File: src/rtl/tdm_pkg.sv
package tdm_pkg;

  localparam int SLOTS_PER_IF = 3;

  typedef enum logic [1:0] {
    CH_B1 = 2'd0,
    CH_B2 = 2'd1,
    CH_D  = 2'd2
  } chan_e;

  // slot number carrying channel ch of interface ifn
  function automatic int slot_of(input int ifn, input chan_e ch);
    return ifn * SLOTS_PER_IF + int'(ch);
  endfunction

  // index in the frame image of the first (most significant) bit of a slot;
  // bit period 0 sits at the top of the image
  function automatic int slot_top(input int frame_w, input int slot_w, input int slot);
    return frame_w - 1 - slot * slot_w;
  endfunction

endpackage

File: src/rtl/tdm_frame_counter.sv
module tdm_frame_counter #(
  parameter int FRAME_W = 256,
  parameter int CNT_W   = 8
) (
  input  logic             clk,
  input  logic             rst_n,
  input  logic             fsync,
  output logic [CNT_W-1:0] pos,
  output logic             locked,
  output logic             frame_start,
  output logic             frame_end
);

  localparam logic [CNT_W-1:0] LAST = CNT_W'(FRAME_W - 1);

  logic [CNT_W-1:0] pos_q, pos_n;
  logic             locked_q, locked_n;

  always_comb begin
    frame_end   = locked_q && (pos_q == LAST);
    frame_start = fsync || frame_end;
    locked_n    = locked_q || fsync;
    if (frame_start) begin
      pos_n = '0;
    end else if (locked_q) begin
      pos_n = pos_q + 1'b1;
    end else begin
      pos_n = pos_q;
    end
  end

  always_ff @(posedge clk or negedge rst_n) begin
    if (!rst_n) begin
      pos_q    <= '0;
      locked_q <= 1'b0;
    end else begin
      pos_q    <= pos_n;
      locked_q <= locked_n;
    end
  end

  assign pos    = pos_q;
  assign locked = locked_q;


  resync_chk: assert property (@(posedge clk) disable iff (!rst_n)
    fsync |=> (pos == '0) && locked);


  advance_chk: assert property (@(posedge clk) disable iff (!rst_n)
    (locked && !frame_start) |=> (pos == $past(pos) + 1'b1));

endmodule

File: src/rtl/tdm_tx_path.sv
module tdm_tx_path
  import tdm_pkg::*;
#(
  parameter int N_IF    = 10,
  parameter int SLOT_W  = 8,
  parameter int D_W     = 2,
  parameter int FRAME_W = 256
) (
  input  logic                   clk,
  input  logic                   rst_n,
  input  logic                   load,
  input  logic [N_IF-1:0]        if_en,
  input  logic [N_IF*SLOT_W-1:0] tx_b1,
  input  logic [N_IF*SLOT_W-1:0] tx_b2,
  input  logic [N_IF*D_W-1:0]    tx_d,
  output logic                   tx_bit
);

  logic [FRAME_W-1:0] img;
  logic [FRAME_W-1:0] sh_q, sh_n;

  // frame image: idle-high everywhere, enabled interfaces overlay their slots
  always_comb begin
    img = '1;
    for (int i = 0; i < N_IF; i++) begin
      if (if_en[i]) begin
        img[slot_top(FRAME_W, SLOT_W, slot_of(i, CH_B1)) -: SLOT_W] = tx_b1[i*SLOT_W +: SLOT_W];
        img[slot_top(FRAME_W, SLOT_W, slot_of(i, CH_B2)) -: SLOT_W] = tx_b2[i*SLOT_W +: SLOT_W];
        img[slot_top(FRAME_W, SLOT_W, slot_of(i, CH_D))  -: D_W]    = tx_d[i*D_W +: D_W];
      end
    end
  end

  always_comb begin
    if (load) begin
      sh_n = img;
    end else begin
      sh_n = {sh_q[FRAME_W-2:0], 1'b1};
    end
  end

  always_ff @(posedge clk or negedge rst_n) begin
    if (!rst_n) begin
      sh_q <= '1;
    end else begin
      sh_q <= sh_n;
    end
  end

  assign tx_bit = sh_q[FRAME_W-1];


  shift_fill_chk: assert property (@(posedge clk) disable iff (!rst_n)
    !load |=> (sh_q[0] == 1'b1));

endmodule

File: src/rtl/tdm_rx_path.sv
module tdm_rx_path
  import tdm_pkg::*;
#(
  parameter int N_IF    = 10,
  parameter int SLOT_W  = 8,
  parameter int D_W     = 2,
  parameter int FRAME_W = 256
) (
  input  logic                   clk,
  input  logic                   rst_n,
  input  logic                   rx_bit,
  input  logic                   capture,
  output logic [N_IF*SLOT_W-1:0] rx_b1,
  output logic [N_IF*SLOT_W-1:0] rx_b2,
  output logic [N_IF*D_W-1:0]    rx_d,
  output logic                   rx_valid
);

  logic                   smp_q;
  logic [FRAME_W-2:0]     hist_q;
  logic [FRAME_W-1:0]     full;
  logic [N_IF*SLOT_W-1:0] b1_q, b1_n, b2_q, b2_n;
  logic [N_IF*D_W-1:0]    d_q, d_n;
  logic                   val_q;

  // line sampled mid-bit on the falling edge
  always_ff @(negedge clk or negedge rst_n) begin
    if (!rst_n) begin
      smp_q <= 1'b0;
    end else begin
      smp_q <= rx_bit;
    end
  end

  always_ff @(posedge clk or negedge rst_n) begin
    if (!rst_n) begin
      hist_q <= '0;
    end else begin
      hist_q <= {hist_q[FRAME_W-3:0], smp_q};
    end
  end

  always_comb begin
    full = {hist_q, smp_q};
    b1_n = b1_q;
    b2_n = b2_q;
    d_n  = d_q;
    for (int i = 0; i < N_IF; i++) begin
      b1_n[i*SLOT_W +: SLOT_W] = full[slot_top(FRAME_W, SLOT_W, slot_of(i, CH_B1)) -: SLOT_W];
      b2_n[i*SLOT_W +: SLOT_W] = full[slot_top(FRAME_W, SLOT_W, slot_of(i, CH_B2)) -: SLOT_W];
      d_n[i*D_W +: D_W]        = full[slot_top(FRAME_W, SLOT_W, slot_of(i, CH_D))  -: D_W];
    end
  end

  always_ff @(posedge clk or negedge rst_n) begin
    if (!rst_n) begin
      b1_q <= '0;
      b2_q <= '0;
      d_q  <= '0;
    end else if (capture) begin
      b1_q <= b1_n;
      b2_q <= b2_n;
      d_q  <= d_n;
    end
  end

  always_ff @(posedge clk or negedge rst_n) begin
    if (!rst_n) begin
      val_q <= 1'b0;
    end else begin
      val_q <= capture;
    end
  end

  assign rx_b1    = b1_q;
  assign rx_b2    = b2_q;
  assign rx_d     = d_q;
  assign rx_valid = val_q;


  valid_pulse_chk: assert property (@(posedge clk) disable iff (!rst_n)
    rx_valid |=> !rx_valid);


  rx_hold_chk: assert property (@(posedge clk) disable iff (!rst_n)
    !rx_valid |-> ($stable(rx_b1) && $stable(rx_b2) && $stable(rx_d)));

endmodule

File: src/rtl/tdm_bri_mux.sv
module tdm_bri_mux #(
  parameter int N_IF   = 10,
  parameter int N_SLOT = 32,
  parameter int SLOT_W = 8,
  parameter int D_W    = 2
) (
  input  logic                   clk,
  input  logic                   rst_n,
  input  logic                   fsync,
  input  logic [N_IF-1:0]        if_en,
  input  logic [N_IF*SLOT_W-1:0] tx_b1,
  input  logic [N_IF*SLOT_W-1:0] tx_b2,
  input  logic [N_IF*D_W-1:0]    tx_d,
  output logic                   tx_bit,
  input  logic                   rx_bit,
  output logic [N_IF*SLOT_W-1:0] rx_b1,
  output logic [N_IF*SLOT_W-1:0] rx_b2,
  output logic [N_IF*D_W-1:0]    rx_d,
  output logic                   rx_valid
);

  localparam int FRAME_W  = N_SLOT * SLOT_W;
  localparam int CNT_W    = $clog2(FRAME_W);
  localparam int USED_BIT = N_IF * tdm_pkg::SLOTS_PER_IF * SLOT_W;

  // asynchronous assertion, synchronous release
  logic [1:0] rsync_q;
  logic       rst_i;

  always_ff @(posedge clk or negedge rst_n) begin
    if (!rst_n) begin
      rsync_q <= 2'b00;
    end else begin
      rsync_q <= {rsync_q[0], 1'b1};
    end
  end

  assign rst_i = rsync_q[1];

  logic [CNT_W-1:0] pos;
  logic             locked;
  logic             frame_start;
  logic             frame_end;

  tdm_frame_counter #(
    .FRAME_W (FRAME_W),
    .CNT_W   (CNT_W)
  ) i_cnt (
    .clk         (clk),
    .rst_n       (rst_i),
    .fsync       (fsync),
    .pos         (pos),
    .locked      (locked),
    .frame_start (frame_start),
    .frame_end   (frame_end)
  );

  tdm_tx_path #(
    .N_IF    (N_IF),
    .SLOT_W  (SLOT_W),
    .D_W     (D_W),
    .FRAME_W (FRAME_W)
  ) i_tx (
    .clk    (clk),
    .rst_n  (rst_i),
    .load   (frame_start),
    .if_en  (if_en),
    .tx_b1  (tx_b1),
    .tx_b2  (tx_b2),
    .tx_d   (tx_d),
    .tx_bit (tx_bit)
  );

  tdm_rx_path #(
    .N_IF    (N_IF),
    .SLOT_W  (SLOT_W),
    .D_W     (D_W),
    .FRAME_W (FRAME_W)
  ) i_rx (
    .clk      (clk),
    .rst_n    (rst_i),
    .rx_bit   (rx_bit),
    .capture  (frame_end),
    .rx_b1    (rx_b1),
    .rx_b2    (rx_b2),
    .rx_d     (rx_d),
    .rx_valid (rx_valid)
  );

  // position decode used only by the checks below
  logic [CNT_W-1:0] a_slot;
  logic [CNT_W-1:0] a_bit;
  assign a_slot = pos / CNT_W'(SLOT_W);
  assign a_bit  = pos % CNT_W'(SLOT_W);


  prelock_idle_chk: assert property (@(posedge clk) disable iff (!rst_i)
    !locked |-> tx_bit);


  spare_slot_chk: assert property (@(posedge clk) disable iff (!rst_i)
    (locked && (int'(pos) >= USED_BIT)) |-> tx_bit);


  d_mask_chk: assert property (@(posedge clk) disable iff (!rst_i)
    (locked && (int'(pos) < USED_BIT) && ((a_slot % CNT_W'(3)) == CNT_W'(2))
     && (int'(a_bit) >= D_W)) |-> tx_bit);


  valid_align_chk: assert property (@(posedge clk) disable iff (!rst_i)
    rx_valid |-> (locked && (pos == '0)));

endmodule

File: config.mk
export PLATFORM = sky130hd
export DESIGN_NAME = tdm_bri_mux
export DESIGN_NICKNAME = d
export VERILOG_FILES = /design/src/rtl/tdm_pkg.sv /design/src/rtl/tdm_frame_counter.sv /design/src/rtl/tdm_tx_path.sv /design/src/rtl/tdm_rx_path.sv /design/src/rtl/tdm_bri_mux.sv
export SDC_FILE = /design/constraint.sdc
export NUM_CORES = 1
export LEC_CHECK = 0
export BUFFER_PORTS_ARGS = -buffer_cell sky130_fd_sc_hd__buf_2
export CORE_ASPECT_RATIO = 0.75
export CORE_MARGIN = 2
export CORE_UTILIZATION = 40
export CTS_CLUSTER_SIZE = 8
export DETAILED_ROUTE_END_ITERATION = 6
export SYNTH_ARGS = -nofsm -noshare
export SYNTH_HDL_FRONTEND = slang
export SYNTH_HIERARCHICAL = 1
export SYNTH_SLANG_ARGS = --single-unit
File: constraint.sdc
create_clock -name clk -period 26.1 [get_ports clk]
set_input_delay 2.61 -clock clk [delete_from_list [all_inputs] [get_ports clk]]
set_output_delay 2.61 -clock clk [all_outputs]
set_load 0.01 [all_outputs]
* After elaboration in Yosys (flattened, before gate mapping)
Cells that the tools add are included.
** Cells by class
- Reduce and logical (&&, ||, !) cells :: 4
- Muxes and demuxes :: 13
- Equality and inequality tests :: 1
- $add $sub $neg :: 1
** Operator list (number)
- $mux W256 :: 1
- $mux W18 :: 10
- $mux W8 :: 2
- $add A8 B1 Y8 const B :: 1
- $eq A8 B8 Y1 const B :: 1
- $logic_or A1 B1 Y1 :: 2
- $reduce_bool A2 Y1 :: 1
- $logic_and A1 B1 Y1 :: 1
** Storage, ports and cells
- Bits of input ports :: 194
- Register bits after elaboration :: 704

* Longest topological paths before layout
Gate-level depths: netlist of the first run.
- Depth in word-level cells :: 4
- Depth in mapped cells :: 9
- Depth with buffers taken out :: 6

* Cells and area by module
Netlist of the first run, hierarchy kept.
** Modules (own cells, without submodules)
- tdm_rx_path :: cells each 637, instances 1, area an instance 13513.0 µm²
- tdm_tx_path :: cells each 536, instances 1, area an instance 8421.8 µm²
- tdm_frame_counter :: cells each 47, instances 1, area an instance 471.7 µm²
- tdm_bri_mux :: cells each 3, instances 1, area an instance 53.8 µm²

==> results.cfg, run 1 <==
[grt]
grt_pass1_wl_um = 68700
met3_usage_pct = 6.27
grt_overflow = 0
use_met2_pct = 21.9
grt.total_usage_pct = 14.9
grt_util_met1_pct = 20.5
antenna_found_initial = 13
grt_max_degree = 96
gr-max-usage-layer = met2
grt_pass1_vias = 12500

[worst_hold_path]
hp-class = flip-flop to flip-flop
hp-start = i_rx/hist_q[3]$_DFF_PN0_
whs_endpoint = i_rx/hist_q[4]$_DFF_PN0_
holdPathStages = 0

[sta]
setup_viol = 0
relSlewSlack_pct = 32.8
setup_tns_ps = 0
drv_slew = 0
max_slew.worst_pin.slew_ps = 1010
whs_ps = 314
hold_violations = 0
clock_skew_ps = 41.1
rsz0062_at_grt = no

[placed_design]
placedCellCount = 2283
io_buffers = 375
finalWeightedCongestion = 0.761
dp_hpwl_um = 27100

[power_and_ir_drop]
ir_worst_vdd_mv = 0.0562
p_per_area_mw_per_mm2 = 81.8
p_leak_uw = 0.0133

[synth]
netlist_area_mm2 = 0.0225
postSynthCellCount = 1223
synth-seq-cells = 682
synthDistinctLibCells = 34
syn_area_per_cell_um2 = 18.4
syn_nets = 1418
ys_seq_area_share_pct = 77.3
synth_warnings = 6

[die]
die_area_mm2 = 0.0581
dieWidth_um = 278
io_pins = 376
die_h_um = 209
start_util_pct = 40.3
core.rowCount = 75
core_area_mm2 = 0.0557

[setup_path]
r2r_slack_ps = 12260
rr_worst_depth = 0
crit_family = buffers and inverters
r2r_end = i_rx/smp_q$_DFF_NN0_
crit_path_start = rx_bit
path_cells = buf_2
slowest_stage = buf_2
critPathMaxStageDelay_ps = 100
worstPathArrival_ps = 2710
worst_setup_path_start_kind = input port
cp_num_buf_inv = 1
timing.rr.start = rsync_q[1]$_DFF_PN0_
cp-end-kind = flip-flop
critPathKind = input port to flip-flop
crit_required_ps = 13500
cp_max_fo = 1

[cts]
cts_max_path_buffers = 3
clk_latency_ps = 630
cts_tree = yes
clock-sinks = 682
post_cts_buffers = 0
postCtsHoldBufs = 0
clk_pin_slew_ps = 50
clock-root-buffer = clkbuf_16
htreeDepth = 3
ctsResizeCount = 0
numCtsBuffers = 95

[detailed_routing]
finalWirelength_um = 42300
wl_per_cell_um = 17.6
drt_iter0_drc = 699
via_count = 11500
viasPerCell = 4.76
drc = 0
firstDrtPassIters = 4
ant_nets = 0

[run]
max_cap_viol_count = 0

[final_layout]
final_cells = 2407
drive_gt1_share_pct = 56.2
syn2layout_area_growth_pct = 22.7
nets = 1844

[run_status]
status = finished clean
[cells in the mapped netlist]
library cell | n | area, um^2
a21oi_1 | 6 | 30.0
a31oi_1 | 10 | 62.6
buf_2 | 36 | 180
buf_4 | 2 | 15.0
buf_6 | 21 | 236
clkbuf_1 | 1 | 3.75
conb_1 | 1 | 3.75
dfrtn_1 | 1 | 25.0
dfrtp_1 | 447 | 11200
dfstp_2 | 234 | 6150
ha_1 | 1 | 12.5
inv_1 | 10 | 37.5
mux2_2 | 80 | 901
mux2_4 | 100 | 1500
nand2_1 | 10 | 37.5
nand2_4 | 3 | 33.8
nand2b_1 | 2 | 12.5
nand3_1 | 1 | 5.00
nand4_1 | 2 | 12.5
nand4_4 | 1 | 21.3
nor2_1 | 13 | 48.8
nor2b_1 | 1 | 6.26
nor3_1 | 2 | 10.0
o2111ai_1 | 1 | 8.76
o211ai_1 | 2 | 15.0
o21ai_0 | 2 | 10.0
o21ba_2 | 1 | 10.0
o22a_1 | 169 | 1480
o31ai_1 | 1 | 7.51
or2_1 | 32 | 200
or2_2 | 25 | 156
or3_2 | 1 | 7.51
or4_1 | 1 | 7.51
xor2_1 | 3 | 26.3
[flip-flops by register name, indices dropped and copies added (netlist names)]
register and cells:
i_cnt/locked 1, i_tx/sh_q 234, i_rx/smp_q 1, i_rx/rx_d 20
rsync_q 2, i_cnt/pos 8, i_rx/rx_b2 80, i_rx/rx_b1 80
i_rx/hist_q 255, i_rx/rx_valid 1
[worst max-delay path by stage]
stage,cells past startpoint,endpoint,slack (ps)
6_report,1,i_rx/smp_q$_DFF_NN0_,10790
5_1_grt,1,i_rx/smp_q$_DFF_NN0_,10830
4_1_cts,1,i_rx/smp_q$_DFF_NN0_,10830
3_5_place_dp,1,i_rx/smp_q$_DFF_NN0_,10180
3_3_place_gp,1,i_rx/smp_q$_DFF_NN0_,10180
2_1_floorplan,0,i_rx/smp_q$_DFF_NN0_,2490
[cells by family after synthesis]
family | Yosys count | share of synthesized area [%]
compound gates | 192 | 7.23
xor+xnor | 3 | 0.117
fa+ha+maj | 1 | 0.0557
buf+inv | 70 | 2.11
flops | 682 | 77.3
mux | 180 | 10.7
other cells | 1 | 0.0167
simple gates | 94 | 2.49
[per-stage QoR]
stage	cell area [um^2]	setup WS [ps]	util (%)	power, uW
CTS	27600	10830	49.4	2300
global placement	24900	10180	44.7	1200
global route	27600	10830	49.4	2360
finish	27600	10790	49.4	2250
detailed placement	24900	10180	44.7	1200
floorplan	22500	2490	-	1170
[layer usage]
layer / up-vias / part of all wire [%] / routed length [um]
met5: - / 0.20 / 85
met4: 16 / 1.4 / 600
met3: 62 / 7.8 / 3290
met2: 304 / 46 / 19300
met1: 5951 / 45 / 19100
li1: 5129 / - / -
[power by group]
group          internal, uW  leakage, uW  switching (uW)  total [uW]
logic                  28.7      0.00340            40.3        69.0
clock network           653      0.00126             418        1070
registers              1100      0.00860            11.2        1120
[cells in the final DEF (no fill, tap or decap), types with 2 or more instances in the layout]
| cell type | Yosys | final |
|---|---|---|
| diode_2 | 0 | 2 |
| nand2_4 | 3 | 3 |
| dfrtp_1 | 447 | 446 |
| buf_2 | 36 | 375 |
| clkinv_2 | 0 | 2 |
| nor2_1 | 13 | 12 |
| clkbuf_1 | 1 | 18 |
| or2_2 | 25 | 24 |
| clkbuf_16 | 0 | 95 |
| dfstp_2 | 234 | 234 |
| clkinv_16 | 0 | 4 |
| clkinv_8 | 0 | 2 |
| nand2_1 | 10 | 10 |
| or2_1 | 32 | 32 |
| inv_1 | 10 | 10 |
| xor2_1 | 3 | 3 |
| nand2b_1 | 2 | 2 |
| buf_4 | 2 | 14 |
| a31oi_1 | 10 | 10 |
| o211ai_1 | 2 | 2 |
| nor3_1 | 2 | 2 |
| mux2_2 | 80 | 80 |
| nand4_1 | 2 | 2 |
| o21ai_0 | 2 | 2 |
| mux2_4 | 100 | 100 |
| o22a_1 | 169 | 169 |
| a21oi_1 | 6 | 6 |
[layout make-up]
| class | instances | area, um^2 |
|---|---|---|
| flip-flops and latches | 682 | 17400 |
| well taps | 731 | 915 |
| fillers | 4719 | 28200 |
| multi-input cells | 471 | 4640 |
| repair buffers | 389 | 1980 |
| inverters | 10 | 37.5 |
| diodes | 2 | 5.00 |
| clock inverters | 9 | 171 |
| clock buffers | 113 | 2440 |
(Power assumes the default switching activity.)
==> run 2: changes to the inputs <==
==> constraint.sdc (replaced) <==
create_clock -name clk -period 14.6 [get_ports clk]
set_input_delay 1.46 -clock clk [delete_from_list [all_inputs] [get_ports clk]]
set_output_delay 1.46 -clock clk [all_outputs]
set_load 0.01 [all_outputs]
==> run 2 against run 1 <==
Compared with the run above: hold slack improved by 20 ps; worst setup slack got worse by 4600 ps; routed wire length rose by 1.7%; critical endpoint unchanged; utilization about the same.
==> results.cfg, run 2 (synthesis gave the netlist of run 1 again) <==
[detailed_routing]
finalWirelength_um = 43100
viasPerCell = 4.76
via_count = 11500
drt_iter0_drc = 697
drc = 0
ant_nets = 0
wl_per_cell_um = 17.9
firstDrtPassIters = 7

[cts]
numCtsBuffers = 95
cts_max_path_buffers = 3
postCtsHoldBufs = 0
clk_latency_ps = 620
htreeDepth = 3
ctsResizeCount = 0
post_cts_buffers = 0
clk_pin_slew_ps = 50
cts_tree = yes
clock-root-buffer = clkbuf_16
clock-sinks = 682

[sta]
relSlewSlack_pct = 30.7
rsz0062_at_grt = no
whs_ps = 335
max_slew.worst_pin.slew_ps = 1040
layout_setup_ws_ps = 6190
hold_violations = 0
setup_tns_ps = 0
drv_slew = 0
clock_skew_ps = 29.9
setup_viol = 0

[run_status]
status = finished clean

[power_and_ir_drop]
ir_worst_vdd_mv = 0.0814
p_per_area_mw_per_mm2 = 147
p_leak_uw = 0.0132

[setup_path]
cp-end-kind = flip-flop
crit_required_ps = 7750
critPathMaxStageDelay_ps = 100
crit_path_start = rx_bit
crit_family = buffers and inverters
slowest_stage = buf_2
cp_max_fo = 1
path_cells = buf_2
worstPathArrival_ps = 1560
cp_num_buf_inv = 1
worst_setup_path_start_kind = input port
timing.rr.start = rsync_q[1]$_DFF_PN0_
critPathKind = input port to flip-flop

[die]
die_area_mm2 = 0.0581
start_util_pct = 40.3
core.rowCount = 75
dieWidth_um = 278
core_area_mm2 = 0.0557
die_h_um = 209
io_pins = 376

[final_layout]
syn2layout_area_growth_pct = 22.7
largest_registers = i_rx/hist_q x255, i_tx/sh_q x234
fillers = 4699
final_core_util_pct = 49.4
largest_register_ffs = 255
regMostFlops = i_rx/hist_q
nets = 1839
drive_gt1_share_pct = 56.0
most-common-layout-cells = 446 x dfrtp_1, 375 x buf_2, 234 x dfstp_2
final_common_cell = dfrtp_1

[grt]
grt_pass1_wl_um = 68800
antenna_found_initial = 14
grt_max_degree = 204
grt_overflow = 0
grt_pass1_vias = 12200
grt.total_usage_pct = 14.9

[placed_design]
finalWeightedCongestion = 0.769
io_buffers = 375
dpl_worst_slack_ps = 5590
dp_hpwl_um = 26600

[worst_hold_path]
hp-start = i_rx/hist_q[15]$_DFF_PN0_
hp-class = flip-flop to flip-flop

[run]
max_cap_viol_count = 0
## run 2: final timing paths
path	endpoint	slack, ps	cells after the start
hold reg to reg	i_rx/hist_q[16]$_DFF_PN0_	330	0
setup reg to reg	i_rx/smp_q$_DFF_NN0_	6480	0
hold / removal	i_rx/hist_q[16]$_DFF_PN0_	330	0
min in group asynchronous	i_cnt/pos[5]$_DFFE_PN0P_	400	0
setup / recovery	i_rx/smp_q$_DFF_NN0_	6190	1
max in group asynchronous	i_rx/smp_q$_DFF_NN0_	6480	0
## run 2: cell type report
class | count | area (um^2) | share of cell area (%)
clock buffers | 114 | 2460 | 8.92
multi-input cells | 471 | 4640 | 16.8
repair buffers | 384 | 1990 | 7.24
diodes | 4 | 10.0 | 0.0363
flip-flops and latches | 682 | 17400 | 63.0
inverters | 10 | 37.5 | 0.136
clock inverters | 7 | 133 | 0.481
well taps | 731 | 915 | 3.32
## run 2: metal layers
metal / global-route usage (%) / up-vias / part of all wire [%]
li1: - / 5106 / -
met1: 21.1 / 5921 / 46
met2: 21.6 / 313 / 45
met3: 5.17 / 92 / 6.8
met4: 4.98 / 18 / 2.1
met5: 0 / - / 0.23
## run 2: power by group
| part | total (uW) | internal [uW] | leakage (uW) | switching (uW) |
|---|---|---|---|---|
| Clock | 1920 | 1170 | 0.00126 | 754 |
| Combinational | 125 | 51.8 | 0.00339 | 72.8 |
| Sequential | 1990 | 1970 | 0.00860 | 19.7 |
| Total | 4040 | 3190 | 0.0132 | 846 |
## run 2: through the flow
stage                     std cells  power [uW]  instance area [um^2]
after detailed placement       2278        2150                 24900
after floorplan                1223        2100                 22500
final                          2403        4040                 27500
after global routing           2401        4210                 27500
after global placement         2278        2140                 24900
after CTS                      2399        4110                 27500
